### config.mk
export PLATFORM = sky130hd
export DESIGN_NAME = prg_bank_mapper
export DESIGN_NICKNAME = d
export VERILOG_FILES = /design/src/rtl/prg_bank_mapper_pkg.sv /design/src/rtl/pbm_write_decode.sv /design/src/rtl/pbm_bank_regs.sv /design/src/rtl/pbm_read_map.sv /design/src/rtl/prg_bank_mapper.sv
export SDC_FILE = /design/constraint.sdc
export NUM_CORES = 1
export LEC_CHECK = 0
export ABC_AREA = 1
export BUFFER_PORTS_ARGS = -buffer_cell sky130_fd_sc_hd__buf_2
export CORE_ASPECT_RATIO = 0.5
export CORE_MARGIN = 10
export CORE_UTILIZATION = 55
export CTS_BUF_LIST = sky130_fd_sc_hd__clkbuf_4 sky130_fd_sc_hd__clkbuf_8
export DETAILED_ROUTE_END_ITERATION = 16
export PLACE_DENSITY = 0.89
export REMOVE_ABC_BUFFERS = 1
export SYNTH_ARGS = -nofsm -noshare
export SYNTH_HDL_FRONTEND = slang
export SYNTH_HIERARCHICAL = 1
export SYNTH_SLANG_ARGS = --single-unit
### constraint.sdc
create_clock -name clk -period 1.1 [get_ports clk]
set_input_delay 0.22 -clock clk [delete_from_list [all_inputs] [get_ports clk]]
set_output_delay 0.22 -clock clk [all_outputs]
set_load 0.05 [all_outputs]
### src/rtl/prg_bank_mapper_pkg.sv
package prg_bank_mapper_pkg;
  localparam int ADDR_W = 16;
  localparam int DATA_W = 8;
  localparam int LOWB_W = 6;
  localparam int PAGE_W = 13;

  localparam logic [ADDR_W-1:0] REG_MASK   = 16'hF80C;
  localparam logic [ADDR_W-1:0] LOWW_MASK  = 16'hF800;
  localparam logic [ADDR_W-1:0] LOWW_MATCH = 16'h6800;
  localparam logic [ADDR_W-1:0] B0_MATCH   = 16'h8800;
  localparam logic [ADDR_W-1:0] B1_MATCH   = 16'hA800;
  localparam logic [ADDR_W-1:0] B2_MATCH   = 16'hA000;
  localparam logic [ADDR_W-1:0] MIR_MATCH  = 16'h9800;

  typedef enum logic [1:0] {
    MIR_VERT  = 2'd0,
    MIR_HORZ  = 2'd1,
    MIR_ONE_A = 2'd2,
    MIR_ONE_B = 2'd3
  } mirror_e;

  typedef struct packed {
    logic lowb;
    logic b0;
    logic b1;
    logic b2;
    logic mir;
  } wr_sel_t;

  typedef struct packed {
    logic [LOWB_W-1:0] lowb;
    logic [DATA_W-1:0] b0;
    logic [DATA_W-1:0] b1;
    logic [DATA_W-1:0] b2;
    mirror_e           mir;
  } bank_state_t;
endpackage

### src/rtl/pbm_write_decode.sv
module pbm_write_decode
  import prg_bank_mapper_pkg::*;
(
  input  logic [ADDR_W-1:0] addr,
  input  logic              we,
  output wr_sel_t           sel
);
  logic              in_win;
  logic              low_hit;
  logic [ADDR_W-1:0] masked;

  always_comb begin
    in_win  = addr[15] | (addr[14] & addr[13]);
    masked  = addr & REG_MASK;
    low_hit = ((addr & LOWW_MASK) == LOWW_MATCH);
    sel     = '0;
    if (we && in_win) begin
      if (low_hit) begin
        sel.lowb = 1'b1;
      end else begin
        unique case (masked)
          B0_MATCH:  sel.b0  = 1'b1;
          B1_MATCH:  sel.b1  = 1'b1;
          B2_MATCH:  sel.b2  = 1'b1;
          MIR_MATCH: sel.mir = 1'b1;
          default:   ;
        endcase
      end
    end
  end
endmodule

### src/rtl/pbm_bank_regs.sv
module pbm_bank_regs
  import prg_bank_mapper_pkg::*;
(
  input  logic              clk,
  input  logic              rst_n,
  input  wr_sel_t           sel,
  input  logic [ADDR_W-1:0] addr,
  input  logic [DATA_W-1:0] wdata,
  output bank_state_t       state
);
  bank_state_t state_q, state_d;
  logic        load_en;

  always_comb begin
    load_en = |sel;
    state_d = state_q;
    if (sel.lowb) state_d.lowb = addr[LOWB_W-1:0];
    if (sel.b0)   state_d.b0   = wdata;
    if (sel.b1)   state_d.b1   = wdata;
    if (sel.b2)   state_d.b2   = wdata;
    if (sel.mir)  state_d.mir  = mirror_e'(wdata[1:0]);
  end

  always_ff @(posedge clk or negedge rst_n) begin
    if (!rst_n) begin
      state_q <= '{lowb: '0, b0: '0, b1: '0, b2: '0, mir: MIR_VERT};
    end else if (load_en) begin
      state_q <= state_d;
    end
  end

  assign state = state_q;


  lowb_from_addr_chk: assert property (@(posedge clk) disable iff (!rst_n)
    sel.lowb |=> state_q.lowb == $past(addr[LOWB_W-1:0]));

  b0_load_chk: assert property (@(posedge clk) disable iff (!rst_n)
    sel.b0 |=> state_q.b0 == $past(wdata));

  mir_load_chk: assert property (@(posedge clk) disable iff (!rst_n)
    sel.mir |=> state_q.mir == mirror_e'($past(wdata[1:0])));

  no_load_hold_chk: assert property (@(posedge clk) disable iff (!rst_n)
    !(|sel) |=> $stable(state_q));

  lowb_priority_chk: assert property (@(posedge clk) disable iff (!rst_n)
    $onehot0(sel));
endmodule

### src/rtl/pbm_read_map.sv
module pbm_read_map
  import prg_bank_mapper_pkg::*;
#(
  parameter int BANKS  = 32,
  localparam int BANK_W = $clog2(BANKS),
  localparam int ROM_AW = BANK_W + PAGE_W
) (
  input  logic [ADDR_W-1:0] addr,
  input  bank_state_t       state,
  output logic [ROM_AW-1:0] rom_addr
);
  logic [DATA_W-1:0] sel_bank;
  logic [BANK_W-1:0] bank;
  logic              valid;
  logic              unused_sel;

  generate
    if (BANKS < 2 || BANKS > 256 || (BANKS & (BANKS - 1)) != 0) begin : g_bad_banks
      $error("BANKS must be a power of two from 2 to 256");
    end
  endgenerate

  always_comb begin
    valid    = 1'b1;
    sel_bank = '0;
    unique case (addr[15:13])
      3'd3:    sel_bank = {{(DATA_W-LOWB_W){1'b0}}, state.lowb};
      3'd4:    sel_bank = state.b0;
      3'd5:    sel_bank = state.b1;
      3'd6:    sel_bank = state.b2;
      3'd7:    sel_bank = DATA_W'(BANKS - 1);
      default: valid    = 1'b0;
    endcase
    bank     = sel_bank[BANK_W-1:0];
    rom_addr = valid ? {bank, addr[PAGE_W-1:0]} : '0;
  end

  assign unused_sel = ^sel_bank;

  always_comb begin

    fixed_top_chk: assert (addr[15:13] != 3'd7 || rom_addr[ROM_AW-1:PAGE_W] == '1);

    below_win_zero_chk: assert (addr[15] || (addr[14] && addr[13]) || rom_addr == '0);
  end
endmodule

### src/rtl/prg_bank_mapper.sv
module prg_bank_mapper
  import prg_bank_mapper_pkg::*;
#(
  parameter int BANKS  = 32,
  localparam int BANK_W = $clog2(BANKS),
  localparam int ROM_AW = BANK_W + PAGE_W
) (
  input  logic              clk,
  input  logic              rst_n,
  input  logic [15:0]       cpu_addr,
  input  logic [7:0]        cpu_wdata,
  input  logic              cpu_we,
  output logic [ROM_AW-1:0] rom_addr,
  output logic [1:0]        mirror_mode
);
  logic [1:0]  rst_sync_q;
  logic        rst_n_i;
  wr_sel_t     sel;
  bank_state_t state;

  always_ff @(posedge clk or negedge rst_n) begin
    if (!rst_n) rst_sync_q <= 2'b00;
    else        rst_sync_q <= {rst_sync_q[0], 1'b1};
  end
  assign rst_n_i = rst_sync_q[1];

  pbm_write_decode u_dec (
    .addr (cpu_addr),
    .we   (cpu_we),
    .sel  (sel)
  );

  pbm_bank_regs u_regs (
    .clk   (clk),
    .rst_n (rst_n_i),
    .sel   (sel),
    .addr  (cpu_addr),
    .wdata (cpu_wdata),
    .state (state)
  );

  pbm_read_map #(.BANKS(BANKS)) u_map (
    .addr     (cpu_addr),
    .state    (state),
    .rom_addr (rom_addr)
  );

  assign mirror_mode = state.mir;
endmodule

Word level (Yosys, flattened, before mapping). Index checks and enable logic that the tools add are counted.

Output and inout bits: 20. Bits of input ports: 27. Register bits: 24. Word-level logic and storage cells: 36.

Multiplexer cells: 10. Bitwise logic cells: 2. Equal/unequal tests: 10. Reduce and logical (&&, ||, !) cells: 8.

Operators by type and width (number): 7-bit equality test, second input constant (4); 5-bit one-hot mux with 5 select lines (1); 18-bit 2-to-1 mux (1); 3-bit equality test, second input constant (4); 2-bit AND reduction (5); 5-bit OR reduction (2); 1-bit 2-to-1 mux (6); 5-bit by 4-bit equality test with 1-bit output, second input constant (1); 5-bit 2-to-1 mux (1); 4-bit 2-to-1 mux (1); 3-bit by 2-bit equality test with 1-bit output, second input constant (1); 1-bit AND (1); 1-bit logical AND (1); 1-bit bitwise OR (1).

Longest topological paths before layout.
Depth after elaboration: 6. Depth in mapped cells: 9. Mapped depth without buffers: 8.

Hierarchy. The synthesis kept the hierarchy.

By module, submodules not included: pbm_bank_regs (times used 1, cells an instance 136, area an instance 1213.7 um^2); pbm_read_map (times used 1, cells an instance 73, area an instance 439.2 um^2); pbm_write_decode (times used 1, cells an instance 30, area an instance 121.4 um^2); prg_bank_mapper (times used 1, cells an instance 3, area an instance 53.8 um^2).

Worst setup path before layout. Ideal clock, no wire load.

Kind: input port to output port. Start point: input port cpu_addr[14]. End point: output port rom_addr[0]. Slack: -0.151 ns. Data arrival time: 1.031 ns. Cell stages on the path: 4. Cells stage by stage: nand2_2 inv_2 nor2_4 nor2_1.

Longest elaborated chain between the ends: 4.

Ends and longest elaborated chain: start: declaration (line prg_bank_mapper.sv:10) `input logic [15:0] cpu_addr,`; 3-bit by 2-bit equality test with 1-bit output / 3-bit equality test (equally long branches) (line pbm_read_map.sv:26) `unique case (addr[15:13])`; 5-bit OR reduction (no source line) *; 1-bit 2-to-1 mux * (line pbm_read_map.sv:26); 18-bit 2-to-1 mux * (line pbm_read_map.sv:35) `rom_addr = valid ? {bank, addr[PAGE_W-1:0]} : '0;`; end: declaration (line prg_bank_mapper.sv:13) `output logic [ROM_AW-1:0] rom_addr,`.

Mark *: on every way between the ends. The rest lies on a longest branch, timed or not.

Worst setup path in the final report.
Start point: register u_regs.state_q (netlist bit u_regs/state[19]). End point: output port rom_addr[14].

Longest elaborated chain between the ends: 2.

Ends and longest elaborated chain: start: declaration (line pbm_bank_regs.sv:11) `bank_state_t state_q, state_d;`; start signal: assignment (line pbm_bank_regs.sv:26) `state_q <= '{lowb: '0, b0: '0, b1: '0, b2: '0, mir: MIR_VERT};`; start signal: assignment (line pbm_bank_regs.sv:28) `state_q <= state_d;`; 5-bit one-hot mux with 5 select lines (line pbm_read_map.sv:26); 18-bit 2-to-1 mux (line pbm_read_map.sv:35).

No other way between the ends.

==> impl_results.md <==
- Status: complete, but fails checks
- Failing checks: negative setup slack
- Peak VDD IR: 1020 uV
- Most frequent cells in the layout: nand2_1, dfrtp_1, inv_1
- Synth Warn #: 6
- Flop pwr share: 0.387
- Arrival time of the worst setup path: 1.22 ns
- Routed wire length: 6.81 mm
- Post-Syn Instances: 202
- CP Launch Type: flip-flop
- Die Footprint: 5250 um^2
- Final Hold Viols: 0
- Critical path class: reg2out
- # DRC: 0
- Area of the multi-input gates: 787 um^2
- GRT met1 Usage: 0.200
- Minimum clock period: 1.44 ns
- Most common cell after layout, fill and taps aside: nand2_1
- Hold Path Class: in2reg
- Total number of vias: 1887
- Die extent in y: 56.5 um
- Met3 Track Usage GR: 0.0874
- Chip Width: 93.0 um
- Critical path, cell by cell: nand3_2 -> nand2_1 -> inv_1 -> nand2_1 -> buf_6
- Worst path most repeated cell: nand2_1
- Avg Inst Size Synth: 7.25 um^2
- Largest net degree at the start of global routing: 23
- Nets: 297
- Worst Setup Slack, final: -0.339 ns
- Starting DRC count in detailed routing: 283
- Clock tree buffer depth: 2
- Number of cell rows: 13
- Comb power frac: 0.308
- RSZ-0062 raised after global routing: true
- # port buffers: 43
- DR WL/cell: 22.2 um
- Critical path's slowest cell: dfrtp_1
- Clk root buf: clkbuf_8
- Internal: 1730 uW
- Netlist Area Pre-Place: 1470 um^2
- DP Area: 1790 um^2
- CTS clock-pin slew for the worst setup and hold paths: 0.09 ns
- CTS tree: built
- Number of antenna violations at the first check in global routing: 0
- Switching share of power: 0.341
- PwrDens: 1180 nW/um^2
- Design area: 2240 um^2
- First-pass GRT wire length: 8.41 mm
- CP required: 0.88 ns
- Vias in the first global route: 1740
- Fillcell total: 117
- Setup Skew: 0.00200 ns
- Max Cap Violations: 0
- Fmax: 0.695 GHz
- Ratio of cells with drive above 1 in the final layout: 0.439
- Vias/cell: 6.17
- DRT antenna net count: 0
- Final core occ: 0.871
- Total Routing Usage GR: 0.199
- Period utilization: 1.31
- FF+latch area: 601 um^2
- DP HPWL: 3.03 mm
- Initial core utilization: 0.570
- Max-slew violation count: 0
- Area Overhead vs Synth: 52.8%
- Clk_lat worst skew: 0.28 ns
- Final Wtd Congestion: 0.886
- Critical path peak fanout: 2
- Core area: 2570 um^2
- TritonCTS Buffers: 3
- LEAKAGE: 0.00121 uW
- Clock network power share: 0.305
- GRT overflow: 0
- Clock sinks: 24
- H-tree levels: 1
- CP peak stage delay: 0.39 ns
- CP Capture Type: output port
- GR Util met2: 0.339
- Psw: 896 uW
- Busiest grt layer: met2
- IO Pins: 47
- DRT Pass-1 Iters: 8
- Diode count: 0
- Setup violations, final: 33
## final timing paths
kind                       slack [ns]          endpoint  cells after the start             start
max                             -0.34      rom_addr[14]                      5  u_regs/state[19]
min                              0.18   u_regs/state[4]                      3      cpu_wdata[2]
max reg2reg                      0.28  u_regs/state[21]                      3  u_regs/state[21]
min reg2reg                      0.27   u_regs/state[0]                      1     rst_sync_q[1]
max in group asynchronous        0.60   u_regs/state[3]                      1     rst_sync_q[1]
min in group asynchronous        0.26     rst_sync_q[1]                      2             rst_n
## area by class of cell
| class | count | share of cell area |
|---|---|---|
| inverter | 32 | 0.0570 |
| timing repair buffer | 69 | 0.271 |
| clock inverter | 1 | 0.0134 |
| multi-input combinational | 140 | 0.352 |
| clock buffer | 3 | 0.0184 |
| tap | 37 | 0.0207 |
| sequential | 24 | 0.268 |
## per-stage QoR
stage | setup TNS [ns] | cells | power (uW) | hold WS (ns) | worst slack, ns
floorplan | -2.19 | 196 | 1370 | -0.0756 | -0.303
global placement | -10.29 | 292 | 1560 | 0.00474 | -0.386
detailed placement | -11.68 | 292 | 1580 | 0.00645 | -0.428
CTS | -2.48 | 303 | 2470 | 0.171 | -0.241
global route | -4.04 | 306 | 2680 | 0.207 | -0.352
finish | -3.41 | 306 | 2630 | 0.178 | -0.339
## metal layers
layer,vias to the layer above,routed length (um)
li1,731,-
met1,797,2090
met2,269,2930
met3,90,1060
met4,0,724
met5,-,0
## critical path, delay by kind of cell, from the launching register on
kind,cells,cell delay (ns)
flip-flops,1,0.39
AND/OR/NAND/NOR,3,0.32
buffers and inverters,2,0.22
## state kept, by name (all words and copies together), names as in the netlist
| name | count |
|---|---|
| rst_sync_q | 2 |
| u_regs/state | 22 |
## power groups by stage
stage / Sequential, uW / Clock [uW] / Combinational, uW
after floorplan: 1030 / 0 / 347
after global placement: 1010 / 0 / 550
after detailed placement: 1010 / 0 / 565
after CTS: 999 / 770 / 704
after global routing: 1020 / 819 / 839
final: 1020 / 803 / 810
## repair_timing
action / in CTS / in global routing
setup endpoints to repair: 33 / 42
setup buffers: 5 / 5
gates resized for setup: 55 / 37
hold buffers: 1 / 0
gates cloned: 1 / 0
pin swaps: 6 / 13
hold endpoints to repair: 2 / 0
No activity file was read; power rests on OpenSTA's default activity.
